<file path="src/rtl/vf_pkg.sv">
package vf_pkg;
  typedef enum logic [1:0] {
    ST_IDLE  = 2'd0,
    ST_SHIFT = 2'd1,
    ST_CAPT  = 2'd2,
    ST_DONE  = 2'd3
  } vf_state_e;
endpackage

</file>
<file path="src/rtl/vf_lfsr.sv">
module vf_lfsr #(
  parameter int          W    = 16,
  parameter logic [W-1:0] SEED = 16'hACE1,
  parameter logic [W-1:0] TAPS = 16'h002D
) (
  input  logic         clk_i,
  input  logic         rst_ni,
  input  logic         load_i,
  input  logic         step_i,
  output logic [W-1:0] state_o
);
  logic fb;
  assign fb = ^(state_o & TAPS);

  always_ff @(posedge clk_i or negedge rst_ni) begin
    if (!rst_ni)      state_o <= SEED;
    else if (load_i)  state_o <= SEED;
    else if (step_i)  state_o <= {fb, state_o[W-1:1]};
  end
endmodule

</file>
<file path="src/rtl/vf_range_match.sv">
module vf_range_match #(
  parameter int N     = 4,
  parameter int IDX_W = 8
) (
  input  logic [IDX_W-1:0]   idx_i,
  input  logic [N-1:0]       en_i,
  input  logic [N*IDX_W-1:0] lo_i,
  input  logic [N*IDX_W-1:0] hi_i,
  output logic               hit_o
);
  logic [N-1:0] win_hit;

  for (genvar k = 0; k < N; k++) begin : g_win
    logic [IDX_W-1:0] lo, hi;
    assign lo = lo_i[k*IDX_W +: IDX_W];
    assign hi = hi_i[k*IDX_W +: IDX_W];
    assign win_hit[k] = en_i[k] && (idx_i >= lo) && (idx_i <= hi);
  end

  assign hit_o = |win_hit;
endmodule

</file>
<file path="src/rtl/vf_misr.sv">
module vf_misr #(
  parameter int           W     = 16,
  parameter int           IN_W  = 4,
  parameter logic [W-1:0] POLY  = 16'h1021
) (
  input  logic            clk_i,
  input  logic            rst_ni,
  input  logic            clr_i,
  input  logic            en_i,
  input  logic [IN_W-1:0] data_i,
  output logic [W-1:0]    sig_o
);
  logic [W-1:0] nxt;
  assign nxt = {sig_o[W-2:0], 1'b0} ^ (sig_o[W-1] ? POLY : '0)
             ^ {{(W-IN_W){1'b0}}, data_i};

  always_ff @(posedge clk_i or negedge rst_ni) begin
    if (!rst_ni)    sig_o <= '0;
    else if (clr_i) sig_o <= '0;
    else if (en_i)  sig_o <= nxt;
  end
endmodule

</file>
<file path="src/rtl/vf_bist_gate.sv">
module vf_bist_gate #(
  parameter int                N_RANGES = 4,
  parameter int                IDX_W    = 8,
  parameter int                SCAN_LEN = 8,
  parameter int                LFSR_W   = 16,
  parameter logic [LFSR_W-1:0] SEED     = 16'hACE1,
  parameter logic [LFSR_W-1:0] TAPS     = 16'h002D,
  parameter int                MISR_W   = 16,
  parameter logic [MISR_W-1:0] POLY     = 16'h1021,
  parameter int                RSP_W    = 4
) (
  input  logic                      clk_i,
  input  logic                      rst_ni,
  input  logic                      start_i,
  input  logic [N_RANGES-1:0]       range_en_i,
  input  logic [N_RANGES*IDX_W-1:0] range_lo_i,
  input  logic [N_RANGES*IDX_W-1:0] range_hi_i,
  input  logic [IDX_W-1:0]          total_i,
  input  logic [RSP_W-1:0]          resp_i,
  input  logic [MISR_W-1:0]         exp_sig_i,
  output logic                      scan_in_o,
  output logic                      shift_en_o,
  output logic                      capture_o,
  output logic                      done_o,
  output logic                      pass_o,
  output logic [MISR_W-1:0]         signature_o
);
  import vf_pkg::*;

  localparam int CNT_W = (SCAN_LEN > 1) ? $clog2(SCAN_LEN) : 1;
  localparam logic [CNT_W-1:0] LAST_BIT = CNT_W'(SCAN_LEN - 1);

  vf_state_e        state_q;
  logic [IDX_W-1:0] idx_q;
  logic [CNT_W-1:0] cnt_q;
  logic             hit, start_ok, last_idx;
  logic [LFSR_W-1:0] lfsr;

  assign start_ok = start_i && (state_q == ST_IDLE || state_q == ST_DONE);
  assign last_idx = (idx_q == total_i - IDX_W'(1));

  vf_range_match #(.N(N_RANGES), .IDX_W(IDX_W)) u_match (
    .idx_i (idx_q),
    .en_i  (range_en_i),
    .lo_i  (range_lo_i),
    .hi_i  (range_hi_i),
    .hit_o (hit)
  );

  vf_lfsr #(.W(LFSR_W), .SEED(SEED), .TAPS(TAPS)) u_lfsr (
    .clk_i   (clk_i),
    .rst_ni  (rst_ni),
    .load_i  (start_ok),
    .step_i  (state_q == ST_SHIFT),
    .state_o (lfsr)
  );

  vf_misr #(.W(MISR_W), .IN_W(RSP_W), .POLY(POLY)) u_misr (
    .clk_i  (clk_i),
    .rst_ni (rst_ni),
    .clr_i  (start_ok),
    .en_i   (state_q == ST_CAPT),
    .data_i (resp_i),
    .sig_o  (signature_o)
  );

  always_ff @(posedge clk_i or negedge rst_ni) begin
    if (!rst_ni) begin
      state_q <= ST_IDLE;
      idx_q   <= '0;
      cnt_q   <= '0;
    end else if (start_ok) begin
      idx_q   <= '0;
      cnt_q   <= '0;
      state_q <= (total_i == '0) ? ST_DONE : ST_SHIFT;
    end else begin
      unique case (state_q)
        ST_SHIFT: begin
          if (cnt_q == LAST_BIT) begin
            cnt_q <= '0;
            if (hit)           state_q <= ST_CAPT;
            else if (last_idx) state_q <= ST_DONE;
            else               idx_q   <= idx_q + IDX_W'(1);
          end else begin
            cnt_q <= cnt_q + CNT_W'(1);
          end
        end
        ST_CAPT: begin
          if (last_idx) state_q <= ST_DONE;
          else begin
            idx_q   <= idx_q + IDX_W'(1);
            state_q <= ST_SHIFT;
          end
        end
        default: ;
      endcase
    end
  end

  // clock gate follows the filter; data held quiet when gated
  assign shift_en_o = (state_q == ST_SHIFT) && hit;
  assign scan_in_o  = shift_en_o & lfsr[0];
  assign capture_o  = (state_q == ST_CAPT);
  assign done_o     = (state_q == ST_DONE);
  assign pass_o     = done_o && (signature_o == exp_sig_i);
endmodule


</file>
<file path="config.mk">
export PLATFORM = sky130hd
export DESIGN_NAME = vf_bist_gate
export DESIGN_NICKNAME = d
export VERILOG_FILES = /design/src/rtl/vf_pkg.sv /design/src/rtl/vf_lfsr.sv /design/src/rtl/vf_range_match.sv /design/src/rtl/vf_misr.sv /design/src/rtl/vf_bist_gate.sv
export SDC_FILE = /design/constraint.sdc
export NUM_CORES = 1
export LEC_CHECK = 0
export BUFFER_PORTS_ARGS = -buffer_cell sky130_fd_sc_hd__buf_2
export CORE_UTILIZATION = 54
export DETAILED_ROUTE_END_ITERATION = 10
export PLACE_DENSITY = 0.85
export SYNTH_ARGS = -nofsm -noshare
export SYNTH_HDL_FRONTEND = slang
export SYNTH_HIERARCHICAL = 1
export SYNTH_SLANG_ARGS = --single-unit
</file>
<file path="constraint.sdc">
create_clock -name clk_i -period 4.26 [get_ports clk_i]
set_clock_uncertainty 0.2 [all_clocks]
set_input_delay 0.639 -clock clk_i [delete_from_list [all_inputs] [get_ports clk_i]]
set_output_delay 0.639 -clock clk_i [all_outputs]
set_load 0.01 [all_outputs]
</file>
==> impl_metrics.csv <==
group,metric,value,unit
setup_path,reg2regPathDepth,12,
setup_path,setup.worst_path.class,"register to register",
clock_network,numCtsBuffers,5,
placement,gp_congestion,0.862,
clock_network,cts_tree,"done",
run,drv_cap,0,
setup_path,path_max_fanout,15,
global_route,antenna_found_initial,0,
finish,drive_gt1_share,26.8,%
synthesis,syn_inst,473,
power_and_ir_drop,leakage,2.74,nW
floorplanning,coreArea,7690,sq um
global_route,grt_usage,24.3,%
clock_network,cts-root-buf,"clkbuf_8",
synthesis,synth_area,4270,sq um
route,wl_per_cell,13.9,um
sta,period_minus_slack,3710,ps
setup_path,worstPathArrival,3720,ps
route,antenna_left,0,
finish,area_delta_synth_final,17.5,%
setup_path,critPathLaunch,"idx_q[0]",
setup_path,r2r-start,"idx_q[0]",
setup_path,endpoint,"idx_q[7]",
synthesis,yosysMostFrequentCell,"ha_1",
global_route,grt_overflow,0,
floorplanning,start_util,55.5,%
route,vias_per_cell,5.49,
placement,dpl.hpwl,7480,um
clock_network,clock_sink_count,45,
synthesis,synth_nets,644,
floorplanning,die_h,90.9,um
floorplanning,rows,32,
clock_network,clkTransAtPathRegs,90,ps
sta,hold_viol_final,0,
clock_network,worstSkewPairLatency,300,ps
finish,final_nets,763,
power_and_ir_drop,p_per_area,395,nW/um^2
global_route,grt_pass1_wl,16600,um
synthesis,synth_ff_type,"dfrtp_1",
clock_network,cts_hold_buf,0,
clock_network,cts-htree-levels,2,
synthesis,synthTopCellsByCount,"ha_1 (72), inv_1 (68), nor2_1 (42)",
finish,antenna_cells,0,
sta,setup_tns,0,ps
sta,min_period_over_period,87.1,%
power_and_ir_drop,total_power,0.00198,W
synthesis,ys_warn_count,6,
synthesis,ys_types,60,
route,vias,3818,
floorplanning,num_io_pins,120,
synthesis,ys_seq_area_share,26.6,%
clock_network,cts_buffer_depth,2,
power_and_ir_drop,ir_drop,0.197,mV
setup_path,crit_chain,"inv_1 -> ha_1 -> nand2b_4 -> a2111oi_4 -> a2bb2oi_2 -> a211oi_1 -> a2111o_1 -> and2_1 -> and2b_1 -> o41ai_4 -> or4_1 -> a21oi_1",
synthesis,ys_seq_elements,45,
global_route,grt_max_degree,46,
sta,drv_slew,0,
route,drcViolationCount,0,
synthesis,synthArstFlopShare,100,%
global_route,grt_pass1_vias,3842,
route,dr.pass1.iters,5,
setup_path,required,4270,ps
synthesis,synth.area.top_cells,"dfrtp_1 (22%), ha_1 (21%), mux2i_1 (6.6%)",
finish,utilization,65.2,%
setup_path,r2r-end,"idx_q[7]",
sta,relSlewSlack,36.4,%
floorplanning,dieArea,8260,sq um
floorplanning,die_w,90.9,um
setup_path,critPathMaxStageDelay,540,ps
setup_path,crit_slowest_cell,"or4_1",
route,drt_iter0_drc,219,
route,wirelength,9650,um
sta,grt_setup_unrepaired,"no",
sta,setup_viol,0,
status,status,"finished, final reports clean",
clock_network,cts_resized,0,
synthesis,avgSynthCellArea,9.02,sq um
synthesis,synth_area_leader_cell,"dfrtp_1",
clock_network,post_cts_buffers,0,
sta,timing.fmax,269,MHz
setup_path,setup.worst_path.end_class,"register",
placement,io_buffers,119,
worst_hold_path,hold_class,"input pin to asynchronous set/reset pin",
setup_path,ff2ff_setup_slack,550,ps
setup_path,cp-start-kind,"register",
synthesis,yosysTopAreaCellShare,21.7,%
synthesis,synth_edf_count,0,
sta,worst_pin_slew,955,ps
-- logic make-up (layout without fill, tap and decap cells) --
logic type | after synthesis | in the layout | synth area share [%]
buf+inv | 78 | 198 | 8.12
mux | 29 | 29 | 6.83
xor+xnor | 35 | 35 | 7.36
fa+ha+maj | 72 | 72 | 21.1
simple gates | 127 | 127 | 15.3
flops | 45 | 45 | 26.6
compound gates | 87 | 87 | 14.6
-- power breakdown --
| group | total, W | internal, W | leakage [nW] | switching, W |
|---|---|---|---|---|
| Combinational | 0.000982 | 0.000453 | 2.12 | 0.000528 |
| Clock | 0.000264 | 0.000116 | 0.0481 | 0.000147 |
| Sequential | 0.000733 | 0.000591 | 0.573 | 0.000142 |
| Total | 0.00198 | 0.00116 | 2.74 | 0.000818 |
-- through the flow --
| stage | instance area (sq um) | hold slack (ps) | setup slack, ps | cells |
|---|---|---|---|---|
| after detailed placement | 4920 | 299 | 614 | 687 |
| after floorplan | 4270 | 143 | 972 | 473 |
| after global placement | 4920 | 278 | 744 | 687 |
| final | 5010 | 280 | 549 | 695 |
| after CTS | 5010 | 306 | 564 | 695 |
| after global routing | 5010 | 336 | 381 | 695 |
-- critical path: cells and delay by family (launching register included) --
| family | cells | cell delay, ps |
|---|---|---|
| AOI/OAI and AO/OA | 6 | 1280 |
| and+or+nand+nor | 4 | 1070 |
| DFF | 1 | 450 |
| buffers and inverters | 1 | 310 |
| adders and majority gates | 1 | 300 |
-- per-layer routing --
metal	share of wire, %	global-route usage, %	vias to the layer above
met2	49	42.3	156
met5	0	0	-
met4	2.1	8.99	0
li1	-	-	1885
met3	5.8	3.54	21
met1	43	30.5	1756
-- placed cells by master, fill, tap and decap left out, drive strengths merged, types with 2 or more instances in the layout --
master | Yosys | routed
nor4 | 3 | 3
nand2 | 23 | 23
o31ai | 3 | 3
o21ai | 20 | 20
dfrtp | 37 | 37
nor2 | 43 | 43
inv | 68 | 68
a2111oi | 2 | 2
nand3 | 11 | 11
clkinv | 0 | 3
o22ai | 3 | 3
ha | 72 | 72
and2 | 2 | 2
nor3 | 9 | 9
buf | 8 | 122
a211oi | 12 | 12
mux2i | 28 | 28
and4 | 2 | 2
a21o | 3 | 3
and3 | 3 | 3
a211o | 3 | 3
xor2 | 9 | 9
dfstp | 8 | 8
nand4 | 10 | 10
or3 | 4 | 4
nor3b | 3 | 3
a21oi | 29 | 29
clkbuf | 2 | 5
nor2b | 3 | 3
xnor2 | 26 | 26
or4 | 2 | 2
o211ai | 3 | 3
nand2b | 3 | 3
-- worst min path at each step --
stage	cells past startpoint	start	slack, ps	end
2_1_floorplan	0	rst_ni	140	cnt_q[0]
3_3_place_gp	2	u_lfsr/state_o[1]	280	u_lfsr/state_o[0]
3_5_place_dp	2	u_lfsr/state_o[14]	300	u_lfsr/state_o[13]
4_1_cts	1	rst_ni	310	u_misr/sig_o[6]
5_1_grt	2	u_lfsr/state_o[1]	340	u_lfsr/state_o[0]
6_report	1	rst_ni	280	u_misr/sig_o[6]
-- flip-flops by register name, summed over array words and instances (netlist names) --
signal	flops
u_lfsr/state_o	16
state_q	2
idx_q	8
cnt_q	3
u_misr/sig_o	16
-- cell type report --
cell class                 instances  area, sq um
fill                             619         2670
inverter                          68          255
clock buffer                       5         68.8
multi-input combinational        350         2790
sequential                        45         1140
timing repair buffer             122          618
clock inverter                     3         22.5
tap                              102          128
No activity file was read; power rests on OpenSTA's default activity.
